--- config.mk ---
export PLATFORM = sky130hd
export DESIGN_NAME = cpwm_pair
export DESIGN_NICKNAME = d
export VERILOG_FILES = /design/src/rtl/cpwm_pkg.sv /design/src/rtl/cpwm_prescaler.sv /design/src/rtl/cpwm_counter.sv /design/src/rtl/cpwm_chan_ref.sv /design/src/rtl/cpwm_pair_mux.sv /design/src/rtl/cpwm_pair.sv
export SDC_FILE = /design/constraint.sdc
export NUM_CORES = 1
export LEC_CHECK = 0
export CORE_ASPECT_RATIO = 2
export CORE_MARGIN = 4
export CORE_UTILIZATION = 65
export DETAILED_ROUTE_END_ITERATION = 10
export DONT_BUFFER_PORTS = 1
export PLACE_DENSITY = 0.83
export RECOVER_POWER = 100
export SYNTH_ARGS = -nofsm -noshare
export SYNTH_HDL_FRONTEND = slang
export SYNTH_SLANG_ARGS = --single-unit
--- constraint.sdc ---
create_clock -name clk -period 4.8 [get_ports clk]
set_clock_uncertainty 0.05 [all_clocks]
set_input_delay 0.72 -clock clk [delete_from_list [all_inputs] [get_ports clk]]
set_output_delay 0.72 -clock clk [all_outputs]
set_load 0.01 [all_outputs]
--- src/rtl/cpwm_pkg.sv ---
// Shared types and selector codes for the PWM channel pair.
package cpwm_pkg;
    typedef enum logic [1:0] {
        CNT_UP     = 2'd0,
        CNT_DOWN   = 2'd1,
        CNT_CENTER = 2'd2
    } cnt_mode_e;

    localparam logic [3:0] PM_PWM1     = 4'b0110;
    localparam logic [3:0] PM_PWM2     = 4'b0111;
    localparam logic [3:0] PM_COMB_OR  = 4'b1100;
    localparam logic [3:0] PM_COMB_AND = 4'b1101;
    localparam logic [3:0] PM_ASYM1    = 4'b1110;
    localparam logic [3:0] PM_ASYM2    = 4'b1111;
endpackage

--- src/rtl/cpwm_prescaler.sv ---
// Clock divider: gives one tick every psc_lim+1 enabled cycles.
// Assumes restart has priority and clears the phase.
module cpwm_prescaler #(
    parameter int PSC_W = 16
) (
    input  logic             clk,
    input  logic             rst_n,
    input  logic             en,
    input  logic             restart,
    input  logic [PSC_W-1:0] psc_lim,
    output logic             tick
);
    logic [PSC_W-1:0] div_q;

    assign tick = en && !restart && (div_q >= psc_lim);

    // Divider phase: clear on restart, advance while enabled.
    always_ff @(posedge clk) begin
        if (!rst_n)       div_q <= '0;
        else if (restart) div_q <= '0;
        else if (en)      div_q <= tick ? '0 : div_q + PSC_W'(1);
    end
endmodule

--- src/rtl/cpwm_counter.sv ---
// Up/down/center counter with turn-point detection.
// Assumes top_act is stable between updates; `load` picks the reload value on a down wrap.
module cpwm_counter
    import cpwm_pkg::*;
#(
    parameter int CNT_W = 16
) (
    input  logic             clk,
    input  logic             rst_n,
    input  cnt_mode_e        mode,
    input  logic             tick,
    input  logic             restart,
    input  logic             load,
    input  logic [CNT_W-1:0] top_act,
    input  logic [CNT_W-1:0] top_pre,
    output logic [CNT_W-1:0] cnt,
    output logic             down,
    output logic             wrap
);
    logic [CNT_W-1:0] cnt_q, cnt_d, top_next;
    logic             dn_q, dn_d, at_end;

    assign top_next = load ? top_pre : top_act;

    // Endpoint detection for the current direction.
    always_comb begin
        case (mode)
            CNT_DOWN:   at_end = (cnt_q == '0);
            CNT_CENTER: at_end = dn_q ? (cnt_q == '0) : (cnt_q >= top_act);
            default:    at_end = (cnt_q >= top_act);
        endcase
    end

    assign wrap = tick && at_end;

    // Next count and direction.
    always_comb begin
        cnt_d = cnt_q;
        dn_d  = dn_q;
        if (restart) begin
            cnt_d = (mode == CNT_DOWN) ? top_pre : '0;
            dn_d  = (mode == CNT_DOWN);
        end else if (tick) begin
            case (mode)
                CNT_DOWN: begin
                    cnt_d = at_end ? top_next : cnt_q - CNT_W'(1);
                    dn_d  = 1'b1;
                end
                CNT_CENTER: begin
                    if (top_act == '0) begin
                        cnt_d = '0;
                        dn_d  = !dn_q;
                    end else if (!dn_q) begin
                        cnt_d = at_end ? top_act - CNT_W'(1) : cnt_q + CNT_W'(1);
                        dn_d  = at_end;
                    end else begin
                        cnt_d = at_end ? CNT_W'(1) : cnt_q - CNT_W'(1);
                        dn_d  = !at_end;
                    end
                end
                default: begin
                    cnt_d = at_end ? '0 : cnt_q + CNT_W'(1);
                    dn_d  = 1'b0;
                end
            endcase
        end
    end

    // Count and direction registers.
    always_ff @(posedge clk) begin
        if (!rst_n) begin
            cnt_q <= '0;
            dn_q  <= 1'b0;
        end else begin
            cnt_q <= cnt_d;
            dn_q  <= dn_d;
        end
    end

    assign cnt  = cnt_q;
    assign down = (mode == CNT_DOWN) || ((mode == CNT_CENTER) && dn_q);
endmodule

--- src/rtl/cpwm_chan_ref.sv ---
// One compare channel: mode-1 PWM level, inverted for mode 2.
// Assumes cmp is the active (buffered) compare value.
module cpwm_chan_ref #(
    parameter int CNT_W = 16
) (
    input  logic [CNT_W-1:0] cnt,
    input  logic [CNT_W-1:0] cmp,
    input  logic             down,
    input  logic             inv,
    output logic             ref_o
);
    logic lvl;

    // Mode-1 level depends on the counting direction.
    always_comb lvl = down ? (cnt <= cmp) : (cnt < cmp);

    assign ref_o = lvl ^ inv;
endmodule

--- src/rtl/cpwm_pair_mux.sv ---
// Pair selector: single, asymmetric or combined output from two channels.
// Assumes asymmetric codes are used with center counting.
module cpwm_pair_mux
    import cpwm_pkg::*;
#(
    parameter int CNT_W = 16
) (
    input  logic [CNT_W-1:0] cnt,
    input  logic [CNT_W-1:0] cmp_a,
    input  logic [CNT_W-1:0] cmp_b,
    input  logic             down,
    input  logic             ref_a,
    input  logic             ref_b,
    input  logic [3:0]       pair_mode,
    output logic             pair_ref
);
    logic lvl_a, lvl_b, asym;

    // Mode-1 levels of both channels, independent of their invert inputs.
    always_comb begin
        lvl_a = down ? (cnt <= cmp_a) : (cnt < cmp_a);
        lvl_b = down ? (cnt <= cmp_b) : (cnt < cmp_b);
        asym  = down ? lvl_b : lvl_a;
    end

    // Output select by pair code.
    always_comb begin
        case (pair_mode)
            PM_PWM1:     pair_ref = lvl_a;
            PM_PWM2:     pair_ref = !lvl_a;
            PM_COMB_OR:  pair_ref = ref_a | ref_b;
            PM_COMB_AND: pair_ref = ref_a & ref_b;
            PM_ASYM1:    pair_ref = asym;
            PM_ASYM2:    pair_ref = !asym;
            default:     pair_ref = 1'b0;
        endcase
    end
endmodule

--- src/rtl/cpwm_pair.sv ---
// Timer with buffered period/prescaler/compare values driving a PWM channel pair.
// Assumes a gen_upd is issued after changing cnt_mode.
module cpwm_pair
    import cpwm_pkg::*;
#(
    parameter int CNT_W = 16,
    parameter int PSC_W = 16,
    parameter int RCR_W = 8
) (
    input  logic             clk,
    input  logic             rst_n,
    input  logic             cnt_en,
    input  logic             gen_upd,
    input  logic             upd_dis,
    input  logic [1:0]       cnt_mode,
    input  logic [PSC_W-1:0] psc_pre,
    input  logic [CNT_W-1:0] top_pre,
    input  logic [RCR_W-1:0] rep_pre,
    input  logic [CNT_W-1:0] cmp_a_pre,
    input  logic [CNT_W-1:0] cmp_b_pre,
    input  logic             inv_a,
    input  logic             inv_b,
    input  logic [3:0]       pair_mode,
    output logic [CNT_W-1:0] cnt_o,
    output logic             dir_o,
    output logic             ref_a,
    output logic             ref_b,
    output logic             pair_ref,
    output logic             upd_o
);
    localparam int NCH = 2;

    cnt_mode_e        mode;
    logic [PSC_W-1:0] psc_act;
    logic [CNT_W-1:0] top_act;
    logic [RCR_W-1:0] rcr_act, rep_q;
    logic [CNT_W-1:0] cmp_pre [NCH];
    logic [CNT_W-1:0] cmp_act [NCH];
    logic             inv_v   [NCH];
    logic             ref_v   [NCH];
    logic             tick, wrap, uev, upd_q, down;

    assign mode       = cnt_mode_e'(cnt_mode);
    assign cmp_pre[0] = cmp_a_pre;
    assign cmp_pre[1] = cmp_b_pre;
    assign inv_v[0]   = inv_a;
    assign inv_v[1]   = inv_b;

    // Update event: software request, or an unsuppressed event with repetition exhausted.
    assign uev = gen_upd || (wrap && (rep_q == '0) && !upd_dis);

    cpwm_prescaler #(.PSC_W(PSC_W)) u_psc (
        .clk     (clk),
        .rst_n   (rst_n),
        .en      (cnt_en),
        .restart (gen_upd),
        .psc_lim (psc_act),
        .tick    (tick)
    );

    cpwm_counter #(.CNT_W(CNT_W)) u_cnt (
        .clk     (clk),
        .rst_n   (rst_n),
        .mode    (mode),
        .tick    (tick),
        .restart (gen_upd),
        .load    (uev),
        .top_act (top_act),
        .top_pre (top_pre),
        .cnt     (cnt_o),
        .down    (down),
        .wrap    (wrap)
    );

    // Shadow registers: copy preloads on every update event.
    always_ff @(posedge clk) begin
        if (!rst_n) begin
            psc_act <= '0;
            top_act <= '0;
            rcr_act <= '0;
            for (int i = 0; i < NCH; i++) cmp_act[i] <= '0;
        end else if (uev) begin
            psc_act <= psc_pre;
            top_act <= top_pre;
            rcr_act <= rep_pre;
            for (int i = 0; i < NCH; i++) cmp_act[i] <= cmp_pre[i];
        end
    end

    // Repetition down-counter over hardware events.
    always_ff @(posedge clk) begin
        if (!rst_n)       rep_q <= '0;
        else if (gen_upd) rep_q <= rep_pre;
        else if (wrap) begin
            if (rep_q == '0) rep_q <= uev ? rep_pre : rcr_act;
            else             rep_q <= rep_q - RCR_W'(1);
        end
    end

    // Update pulse aligned with the first cycle of new active values.
    always_ff @(posedge clk) begin
        if (!rst_n) upd_q <= 1'b0;
        else        upd_q <= uev;
    end

    for (genvar g = 0; g < NCH; g++) begin : g_ch
        cpwm_chan_ref #(.CNT_W(CNT_W)) u_ref (
            .cnt   (cnt_o),
            .cmp   (cmp_act[g]),
            .down  (down),
            .inv   (inv_v[g]),
            .ref_o (ref_v[g])
        );
    end

    cpwm_pair_mux #(.CNT_W(CNT_W)) u_mux (
        .cnt       (cnt_o),
        .cmp_a     (cmp_act[0]),
        .cmp_b     (cmp_act[1]),
        .down      (down),
        .ref_a     (ref_v[0]),
        .ref_b     (ref_v[1]),
        .pair_mode (pair_mode),
        .pair_ref  (pair_ref)
    );

    assign ref_a = ref_v[0];
    assign ref_b = ref_v[1];
    assign dir_o = down;
    assign upd_o = upd_q;
endmodule

==> metrics.md <==
| Metric | Value |
|---|---|
| Max-slew violation count | 0 |
| Nets | 1,177 |
| Worst path most repeated cell | o21ai_0 |
| Required time worst endpoint | 5100 ps |
| Synth warn | 0 |
| Worst Hold Class | in2reg |
| Drt via density | 6.74 |
| PostCTS Resize Cnt | 0 |
| First-pass GRT wire length | 40,000 µm |
| GRT Total Usage | 34.6% |
| Final wirelength | 25,300 µm |
| Chip height | 169 µm |
| Top cells by area, synth | dfxtp_1 (19%), edfxtp_1 (11%), ha_1 (11%) |
| Netlist cell types | 83 |
| Setup crit end kind | register |
| Slew @ Worst Pin | 1210 ps |
| Placed cells | 1,150 |
| Leakage | 3.70 nW |
| Internal | 2.21 mW |
| Final setup violation count | 0 |
| Antenna Cells | 0 |
| Outcome | finished, final reports clean |
| Buffers on Ports | 0 |
| Worst ir drop on vdd | 0.000305 V |
| Pin count of the biggest net entering global routing | 103 |
| Vias post-DR | 7,961 |
| Peak Freq | 232 MHz |
| Reg clk slew, reported paths | 60 ps |
| Register share of total power | 34.0% |
| Fin cells | 1,182 |
| Slew HR | 19.6% |
| Clock buffer count from CTS | 17 |
| IO Count | 106 |
| WP buf/inv | 2 |
| Worst-skew pair later-pin latency | 430 ps |
| Net Sw Frac | 36.9% |
| Period minus WS final | 4310 ps |
| CTS sink count | 114 |
| DRT iter0 DRCs | 776 |
| Mapped Area | 8450 µm² |
| Sw Pwr | 1.29 mW |
| Initial antenna violation count | 0 |
| Initial Utilization | 66.9% |
| Post-Syn Area per Cell | 8.10 µm² |
| CP Class | reg2reg |
| DIE AREA | 15,000 µm² |
| Ratio of cells with drive above 1 in the final layout | 6.49% |
| DRC Markers | 0 |
| Detailed placement HPWL | 18,400 µm |
| #FFs+latches synth | 114 |
| Synthesized netlist cell count | 1,044 |
| Gate power share | 31.4% |
| Slowest cell on crit path | clkbuf_2 |
| PnR worst setup slack | 488 ps |
| Crit-path max FO | 34 |
| Endpoints failing hold | 0 |
| Delay-heaviest family, CP | compound AO/OA/AOI/OAI gates |
| Clk pwr share | 34.6% |
| Drt pass-1 iters | 6 |
| EDFF count, synth | 32 |
| GPL Wtd Cong | 1.03 |
| Setup TNS | 0 ps |
| Overflow after GRT | 0 |
| Pre-CTS setup slack | 988 ps |
| Fill count | 1,037 |
| Row count | 58 |
| Clock Tree Buf Depth | 2 |
| CP Launch Type | register |
| Vias in the first global route | 8,058 |
| Synth top cells by count | nand2_1 (158), dfxtp_1 (82), inv_1 (78), ha_1 (73), nor2_1 (70) |
| Most used DFF post-synth | dfxtp_1 |
| Core Region | 12,600 µm² |
| Avg WL per Cell | 21.4 µm |
| Crit-path cells | clkbuf_1 -> ha_1 -> a21oi_1 -> o21ai_0 -> nor4b_1 -> o31a_1 -> or2_0 -> o21ai_4 -> clkbuf_2 -> o21ai_0 -> a221o_1 -> a21boi_0 |
| P per Cell Area | 388 nW/µm² |
| Top cell type's share of synthesized area | 19.4% |
| Power, Total | 3.50 mW |
| Worst EP arrival | 4610 ps |
| Top-count cell post-synth | nand2_1 |
| RSZ-0062 raised after global routing | no |
| Synth Net Count | 1,202 |
| Hold Slack | 366 ps |
| Hold_buf cts | 0 |
| CTS tree | done |
| Synth async-reset ratio | 0% |
| Area Growth Syn to Fin | 6.85% |
| Max Cap Viol | 0 |
| CP max stage delay | 640 ps |
| Die X | 88.6 µm |
| Period utilisation layout | 89.8% |
| Post-route ant nets | 0 |
| Library cell with the largest summed area after synthesis | dfxtp_1 |
| Sequential-to-total area share from yosys stat | 30.8% |
| Setup bufs post-CTS | 0 |
| CTS Root Cell | clkbuf_16 |
| Htree depth | 4 |
power groups by stage:
stage / clock network [mW] / logic (mW) / registers [mW]
detailed placement: 0 / 1.08 / 1.21
CTS: 1.22 / 1.09 / 1.19
global route: 1.26 / 1.21 / 1.20
global placement: 0 / 1.07 / 1.20
finish: 1.21 / 1.10 / 1.19
floorplan: 0 / 0.863 / 1.16
placed cells by master (no fill, tap or decap), types with 21 or more instances in the layout:
| master | Yosys | layout |
|---|---|---|
| nand2_1 | 158 | 158 |
| dfxtp_1 | 82 | 82 |
| inv_1 | 78 | 78 |
| ha_1 | 73 | 73 |
| nor2_1 | 70 | 69 |
| a21oi_1 | 49 | 49 |
| and3_1 | 45 | 45 |
| o21ai_0 | 43 | 44 |
| a21boi_0 | 9 | 37 |
| xor2_1 | 32 | 32 |
| edfxtp_1 | 32 | 32 |
| xnor2_1 | 28 | 28 |
| nand3_1 | 28 | 28 |
| nor3_1 | 21 | 21 |
metal layers:
| metal | share of wire, % | track usage (%) |
|---|---|---|
| met1 | 32 | 32.6 |
| met3 | 7.4 | 10.6 |
| met5 | 0 | 0 |
| met4 | 9.2 | 29.0 |
| met2 | 51 | 58.6 |
flip-flops by register name, indices dropped and copies added (netlist names):
name	flops
cmp_act	32
psc_act	16
rcr_act	8
rep_q	8
top_act	16
u_cnt.cnt	16
u_cnt.dn_q	1
u_psc.div_q	16
upd_o	1
worst reg2reg max path, stage by stage (launching register included):
cell and delay, ps:
dfxtp_1 360, clkbuf_1 610, ha_1 380, a21oi_1 140, o21ai_0 130, nor4b_1 200
o31a_1 310, or2_0 310, o21ai_4 380, clkbuf_2 640, o21ai_0 210, a221o_1 350
a21boi_0 170
layout make-up:
class / instances / area, µm² / area share (%)
multi-input cells: 791 / 5290 / 58.6
flip-flops and latches: 114 / 2600 / 28.8
clock buffers: 18 / 429 / 4.75
inverters: 79 / 297 / 3.28
well taps: 150 / 188 / 2.08
clock inverters: 14 / 131 / 1.45
repair buffers: 16 / 91.3 / 1.01
logic make-up (layout without fill, tap and decap cells):
kind of cell,Yosys count,count (layout),share of synthesized area [%]
xor gates and xnor gates,60,60,6.22
and+or+nand+nor,393,393,22.7
muxes,9,9,1.14
buffers and inverters,139,127,6.62
DFF,114,114,30.8
AOI/OAI and AO/OA,256,256,21.7
adders and majority gates,73,73,10.8
worst paths after layout:
| kind | end | slack [ps] | cells after the start | start |
|---|---|---|---|---|
| setup reg to reg | rep_q[1]$_SDFFE_PN0P_ | 490 | 12 | u_cnt.cnt[7]$_SDFFE_PN0P_ |
| setup / recovery | rep_q[1]$_SDFFE_PN0P_ | 490 | 12 | u_cnt.cnt[7]$_SDFFE_PN0P_ |
| hold reg to reg | rcr_act[7]$_SDFF_PN0_ | 400 | 2 | rcr_act[7]$_SDFF_PN0_ |
| hold / removal | rcr_act[7]$_SDFF_PN0_ | 370 | 2 | rep_pre[7] |
through the flow:
| step | cell area (µm²) | utilization (%) |
|---|---|---|
| after global routing | 9030 | 71.5 |
| after floorplan | 8450 | - |
| after CTS | 9060 | 71.8 |
| after detailed placement | 8500 | 67.3 |
| after global placement | 8500 | 67.3 |
| final | 9030 | 71.5 |
No activity file was read; power rests on OpenSTA's default activity.
